**src/rtl/lcdseq_pkg.sv**
```systemverilog
package lcdseq_pkg;
  typedef enum logic [1:0] {
    LV_GND  = 2'b00,
    LV_LOW  = 2'b01,
    LV_HIGH = 2'b10,
    LV_FULL = 2'b11
  } lvl_e;

  typedef enum logic [1:0] {
    MD_ONE   = 2'd0,
    MD_TWO   = 2'd1,
    MD_THREE = 2'd2,
    MD_FOUR  = 2'd3
  } mode_e;

  localparam int MAX_ROWS = 4;
  localparam int RATE_SAT = 6;
endpackage

```
**src/rtl/lcdseq_frame_timer.sv**
```systemverilog
module lcdseq_frame_timer
  import lcdseq_pkg::*;
#(
  parameter int SLOT_CYC_MAX = 10,
  parameter int SLOT_STEP    = 1
) (
  input  logic       clk,
  input  logic       rst,
  input  logic [1:0] mode_i,
  input  logic       half_i,
  input  logic [2:0] rate_i,
  input  logic       sync_in_n,
  output logic [1:0] row_o,
  output logic       inv_o,
  output logic       two_lvl_o,
  output logic [2:0] rows_o,
  output logic       sync_n_o
);
  localparam int CW = $clog2(SLOT_CYC_MAX + 1);

  logic [CW-1:0] cyc;
  logic [2:0]    slot;
  logic [1:0]    cfg_mode;
  logic [2:0]    cfg_rate;
  logic          cfg_half;
  logic          sync_prev;

  logic [2:0]    n_rows, last_slot, rate_sat;
  logic [CW-1:0] last_cyc;
  logic          restart, slot_end, frame_end;

  always_comb begin
    n_rows    = {1'b0, cfg_mode} + 3'd1;
    last_slot = {cfg_mode, 1'b1};
    rate_sat  = (cfg_rate > 3'(RATE_SAT)) ? 3'(RATE_SAT) : cfg_rate;
    last_cyc  = CW'(SLOT_CYC_MAX - 1 - SLOT_STEP * int'(rate_sat));
    restart   = sync_prev & ~sync_in_n;
    slot_end  = (cyc == last_cyc);
    frame_end = slot_end && (slot == last_slot);
    inv_o     = (slot >= n_rows);
    row_o     = inv_o ? (slot[1:0] - n_rows[1:0]) : slot[1:0];
    two_lvl_o = (cfg_mode == MD_ONE) || ((cfg_mode == MD_TWO) && cfg_half);
    rows_o    = n_rows;
  end

  always_ff @(posedge clk) begin
    if (rst) begin
      cyc       <= '0;
      slot      <= '0;
      cfg_mode  <= mode_i;
      cfg_rate  <= rate_i;
      cfg_half  <= half_i;
      sync_prev <= 1'b1;
      sync_n_o  <= 1'b1;
    end else begin
      sync_prev <= sync_in_n;
      sync_n_o  <= (slot != 3'd0);
      if (restart || frame_end) begin
        cyc      <= '0;
        slot     <= '0;
        cfg_mode <= mode_i;
        cfg_rate <= rate_i;
        cfg_half <= half_i;
      end else if (slot_end) begin
        cyc  <= '0;
        slot <= slot + 3'd1;
      end else begin
        cyc <= cyc + 1'b1;
      end
    end
  end

  p_slot_in_frame_r1: assert property (@(posedge clk) disable iff (rst)
    slot <= last_slot);

  p_slot_len_r6: assert property (@(posedge clk) disable iff (rst)
    cyc <= last_cyc);

  p_cfg_hold_r9: assert property (@(posedge clk) disable iff (rst)
    !(slot == 3'd0 && cyc == '0) |->
      ($stable(cfg_mode) && $stable(cfg_rate) && $stable(cfg_half)));

  p_ext_restart_r8: assert property (@(posedge clk) disable iff (rst)
    (sync_prev && !sync_in_n) |=> (slot == 3'd0 && cyc == '0));
endmodule

```
**src/rtl/lcdseq_bp_drv.sv**
```systemverilog
module lcdseq_bp_drv
  import lcdseq_pkg::*;
(
  input  logic                  clk,
  input  logic                  rst,
  input  logic [1:0]            row_i,
  input  logic                  inv_i,
  input  logic                  two_lvl_i,
  input  logic [2:0]            rows_i,
  output logic [2*MAX_ROWS-1:0] lvl_o
);
  for (genvar k = 0; k < MAX_ROWS; k++) begin : g_bp
    logic [1:0] nxt, q;

    always_comb begin
      if (rows_i <= 3'(k))       nxt = LV_GND;
      else if (row_i == 2'(k))   nxt = inv_i ? LV_GND : LV_FULL;
      else if (two_lvl_i)        nxt = LV_LOW;
      else                       nxt = inv_i ? LV_HIGH : LV_LOW;
    end

    always_ff @(posedge clk) begin
      if (rst) q <= LV_GND;
      else     q <= nxt;
    end

    assign lvl_o[2*k +: 2] = q;
  end
endmodule

```
**src/rtl/lcdseq_seg_drv.sv**
```systemverilog
module lcdseq_seg_drv
  import lcdseq_pkg::*;
#(
  parameter int NSEG = 8
) (
  input  logic                     clk,
  input  logic                     rst,
  input  logic [1:0]               row_i,
  input  logic                     inv_i,
  input  logic                     two_lvl_i,
  input  logic [NSEG*MAX_ROWS-1:0] bits_i,
  output logic [2*NSEG-1:0]        lvl_o
);
  for (genvar j = 0; j < NSEG; j++) begin : g_seg
    logic       lit;
    logic [1:0] nxt, q;

    always_comb begin
      lit = bits_i[j*MAX_ROWS + int'(row_i)];
      if (two_lvl_i) nxt = (lit != inv_i) ? LV_GND : LV_FULL;
      else if (lit)  nxt = inv_i ? LV_FULL : LV_GND;
      else           nxt = inv_i ? LV_LOW : LV_HIGH;
    end

    always_ff @(posedge clk) begin
      if (rst) q <= LV_GND;
      else     q <= nxt;
    end

    assign lvl_o[2*j +: 2] = q;

    p_two_level_r4: assert property (@(posedge clk) disable iff (rst)
      $past(two_lvl_i) |-> (q == LV_GND || q == LV_FULL));
  end
endmodule

```
**src/rtl/lcd_mux_sequencer.sv**
```systemverilog
module lcd_mux_sequencer
  import lcdseq_pkg::*;
#(
  parameter int NSEG         = 8,
  parameter int SLOT_CYC_MAX = 10,
  parameter int SLOT_STEP    = 1
) (
  input  logic                     clk,
  input  logic                     rst,
  input  logic [1:0]               mode,
  input  logic                     bias_half,
  input  logic [2:0]               rate_sel,
  input  logic [NSEG*MAX_ROWS-1:0] seg_bits,
  input  logic                     sync_in_n,
  output logic [2*MAX_ROWS-1:0]    bp_lvl,
  output logic [2*NSEG-1:0]        seg_lvl,
  output logic                     sync_n
);
  logic [1:0] row;
  logic       inv, two_lvl;
  logic [2:0] rows;

  lcdseq_frame_timer #(
    .SLOT_CYC_MAX(SLOT_CYC_MAX),
    .SLOT_STEP   (SLOT_STEP)
  ) u_timer (
    .clk      (clk),
    .rst      (rst),
    .mode_i   (mode),
    .half_i   (bias_half),
    .rate_i   (rate_sel),
    .sync_in_n(sync_in_n),
    .row_o    (row),
    .inv_o    (inv),
    .two_lvl_o(two_lvl),
    .rows_o   (rows),
    .sync_n_o (sync_n)
  );

  lcdseq_bp_drv u_bp (
    .clk      (clk),
    .rst      (rst),
    .row_i    (row),
    .inv_i    (inv),
    .two_lvl_i(two_lvl),
    .rows_i   (rows),
    .lvl_o    (bp_lvl)
  );

  lcdseq_seg_drv #(.NSEG(NSEG)) u_seg (
    .clk      (clk),
    .rst      (rst),
    .row_i    (row),
    .inv_i    (inv),
    .two_lvl_i(two_lvl),
    .bits_i   (seg_bits),
    .lvl_o    (seg_lvl)
  );

  logic [MAX_ROWS-1:0] full_flag;
  always_comb begin
    for (int k = 0; k < MAX_ROWS; k++) full_flag[k] = (bp_lvl[2*k +: 2] == LV_FULL);
  end

  p_single_full_bp_r2: assert property (@(posedge clk) disable iff (rst)
    $countones(full_flag) <= 1);
endmodule

```
**config.mk**
```make
export PLATFORM = sky130hd
export DESIGN_NAME = lcd_mux_sequencer
export DESIGN_NICKNAME = d
export VERILOG_FILES = /design/src/rtl/lcdseq_pkg.sv /design/src/rtl/lcdseq_frame_timer.sv /design/src/rtl/lcdseq_bp_drv.sv /design/src/rtl/lcdseq_seg_drv.sv /design/src/rtl/lcd_mux_sequencer.sv
export SDC_FILE = /design/constraint.sdc
export NUM_CORES = 1
export LEC_CHECK = 0
export BUFFER_PORTS_ARGS = -buffer_cell sky130_fd_sc_hd__buf_4
export CORE_ASPECT_RATIO = 0.8
export CORE_MARGIN = 3
export CORE_UTILIZATION = 40
export DETAILED_ROUTE_END_ITERATION = 12
export PLACE_DENSITY = 0.66
export SYNTH_ARGS = -nofsm -noshare
export SYNTH_HDL_FRONTEND = slang
export SYNTH_HIERARCHICAL = 1
export SYNTH_SLANG_ARGS = --single-unit
```
**constraint.sdc**
```tcl
create_clock -name clk -period 4 [get_ports clk]
set_input_delay 0.8 -clock clk [delete_from_list [all_inputs] [get_ports clk]]
set_output_delay 0.8 -clock clk [all_outputs]
set_load 0.01 [all_outputs]
```
==> results.yml <==
outcome:
  status: "complete, no violations"
timing:
  fmax_mhz: 307
  setup_viol: 0
  finalCritPeriodShare_pct: 81.4
  drv_slew: 0
  hold_viol_final: 0
  worst_clock_skew_ns: 0.00428
  slew-limit-headroom_pct: 59.9
  rsz0062_at_grt: "false"
  tns_ns: 0
  min_period_ns: 3.26
  worst_pin_slew_ns: 0.601
finish:
  final_nets: 287
  area_delta_synth_final_pct: 31.9
  final_cell_mix: "buf_4 (67), dfxtp_1 (33), mux2i_1 (18)"
  fin_util_pct: 55.4
  final_common_cell: "buf_4"
  nFillCells: 427
  stdcell_count: 296
  diodes: 0
  drive_gt1_share_pct: 42.4
  final_area_um2: 2560
drt:
  wl_um: 4360
  drt_iter0_drc: 48
  wl_per_cell_um: 14.7
  route.detailed.drc: 0
  via_count: 1447
  vias_per_cell: 4.89
  drt-pass1-iter-count: 4
  ant_nets: 0
logic_synthesis:
  ys_top_cells_by_area: "dfxtp_1 (34%), mux2i_1 (9.3%), edfxtp_1 (9.3%)"
  synth_top_area_cell: "dfxtp_1"
  yosysWarnings: 6
  syn-num-nets: 220
  synth_async_sr_flop_share_pct: 0
  synth-seq-cells: 39
  synth_area_per_cell_um2: 11.6
  synth_ff_type: "dfxtp_1"
  syn_area_um2: 1940
  ys_seq_area_share_pct: 43.2
  synth_top_area_share_pct: 34.0
  synth_edf_count: 6
  syn_inst: 168
  synth_cell_types: 40
clock_tree:
  cts_resized: 0
  clock_sinks: 39
  root_buffer: "clkbuf_8"
  cts.clk_slew.worst_paths_ns: 0.07
  cts_hold_buffers: 0
  post-cts-setup-buffers: 0
  clk_latency_ns: 0.28
  cts_tree: "done"
  cts_made_buffers: 5
  clockBufferDepth: 2
  htreeDepth: 2
global_routing:
  overflow: 0
  antenna_found_initial: 0
  grt_pass1_vias: 1379
  grtUsageTotal_pct: 14.9
  grt_pass1_wl_um: 6560
  grt_max_degree: 17
pwr:
  clkPwrFrac_pct: 24.0
  p_switching_mw: 0.286
  sw_frac_of_total_pct: 28.5
  ir_drop_v: 0.000281
  p_int_mw: 0.719
  combinationalPowerShare_pct: 30.3
  sequentialPowerShare_pct: 45.6
  p_leak_nw: 1.16
  power.density_nw_per_um2: 392
  p_total_mw: 1.01
die:
  io_pins: 66
  core_area_um2: 4620
  die-area_um2: 5740
  fp.dieH_um: 68.4
  rows: 22
  die_w_um: 84.0
  start_util_pct: 42.0
placement:
  dp_hpwl_um: 3480
  gp_congestion: 0.860
  placed_cells: 288
  placed_area_um2: 2480
  port_buffers: 65
job:
  maxCapViolCount: 0
worst_setup_path:
  critical_path_required_ns: 4.20
  worstPathArrival_ns: 3.46
  cp-start-kind: "flop"
  crit_type: "reg2reg"
  worstSetupEndpointType: "flop"
  cp_max_fo: 13
hold_path:
  hp-class: "reg2reg"
==> per-stage QoR <==
stage / worst slack, ns / hold slack (ns)
3_5_place_dp: 0.789 / 0.542
4_1_cts: 0.757 / 0.556
3_3_place_gp: 0.868 / 0.542
5_1_grt: 0.528 / 0.598
6_report: 0.745 / 0.555
2_1_floorplan: 1.07 / 0.493
==> worst paths after layout <==
check	start	end	slack, ns	cells after the start
worst max-delay path	u_timer/cfg_mode[0]	u_seg/g_seg[6].q[0]	0.74	11
worst min-delay path	u_timer/slot[0]	u_timer/slot[0]	0.55	2
worst max register to register	u_timer/cfg_mode[0]	u_seg/g_seg[6].q[0]	0.74	11
worst min register to register	u_timer/slot[0]	u_timer/slot[0]	0.55	2
==> power by group through the flow <==
stage	clock, mW	combinational, mW	sequential [mW]
floorplan	0	0.172	0.483
global placement	0	0.303	0.467
detailed placement	0	0.306	0.468
CTS	0.253	0.306	0.459
global route	0.271	0.329	0.464
finish	0.241	0.305	0.459
==> per-layer routing <==
metal / wire length, um / up-vias / global-route usage [%]
li1: - / 729 / -
met2: 2110 / 32 / 22.2
met4: 0 / 0 / 4.22
met1: 2080 / 686 / 21.2
met5: 0 / - / 0
met3: 169 / 0 / 4.21
==> logic make-up after synthesis <==
kind of cell | share of synthesized area (%)
AO/OA/AOI/OAI | 5.98
XOR/XNOR | 4.50
adder cells (fa/ha/maj) | 7.08
buffers and inverters | 3.92
flip-flops | 43.2
multiplexers | 21.2
AND/OR/NAND/NOR | 14.0
==> state kept, by name, summed over array words and instances (netlist names) <==
name	count
u_timer/sync_prev	1
u_timer/cyc	4
u_timer/cfg_half	1
u_timer/slot	3
u_bp/g_bp.q	8
u_timer/cfg_rate	3
u_seg/g_seg.q	16
u_timer/sync_n_o	1
u_timer/cfg_mode	2
==> synth_stat cells (4+ instances only) <==
cell type  number
mux4_2          8
nor3_1          5
nor2_1          4
nand2b_1        6
a21o_1          4
a21oi_1         5
dfxtp_1        33
ha_1           11
nor2_2          8
nand2_1         4
clkbuf_1        4
mux2i_1        18
xor2_1          6
edfxtp_1        6
xnor2_1         4
inv_1           9
==> layout make-up <==
cell class / count / area [um2] / share of cell area [%]
well taps: 60 / 75.1 / 2.93
flip-flops and latches: 39 / 841 / 32.8
inverters: 10 / 37.5 / 1.46
clock buffers: 6 / 72.6 / 2.83
clock inverters: 2 / 7.51 / 0.293
multi-input cells: 112 / 1030 / 40.1
repair buffers: 67 / 503 / 19.6
==> critical path: stages (launching register included) <==
cell	delay, ns
edfxtp_1	0.42
inv_1	0.12
ha_1	0.36
inv_1	0.06
ha_1	0.31
a21o_1	0.12
a21o_1	0.40
mux2i_1	0.24
buf_4	0.26
mux4_2	0.59
nor2_2	0.13
mux2i_1	0.18
Note: power is estimated with default switching activity, not from simulation.
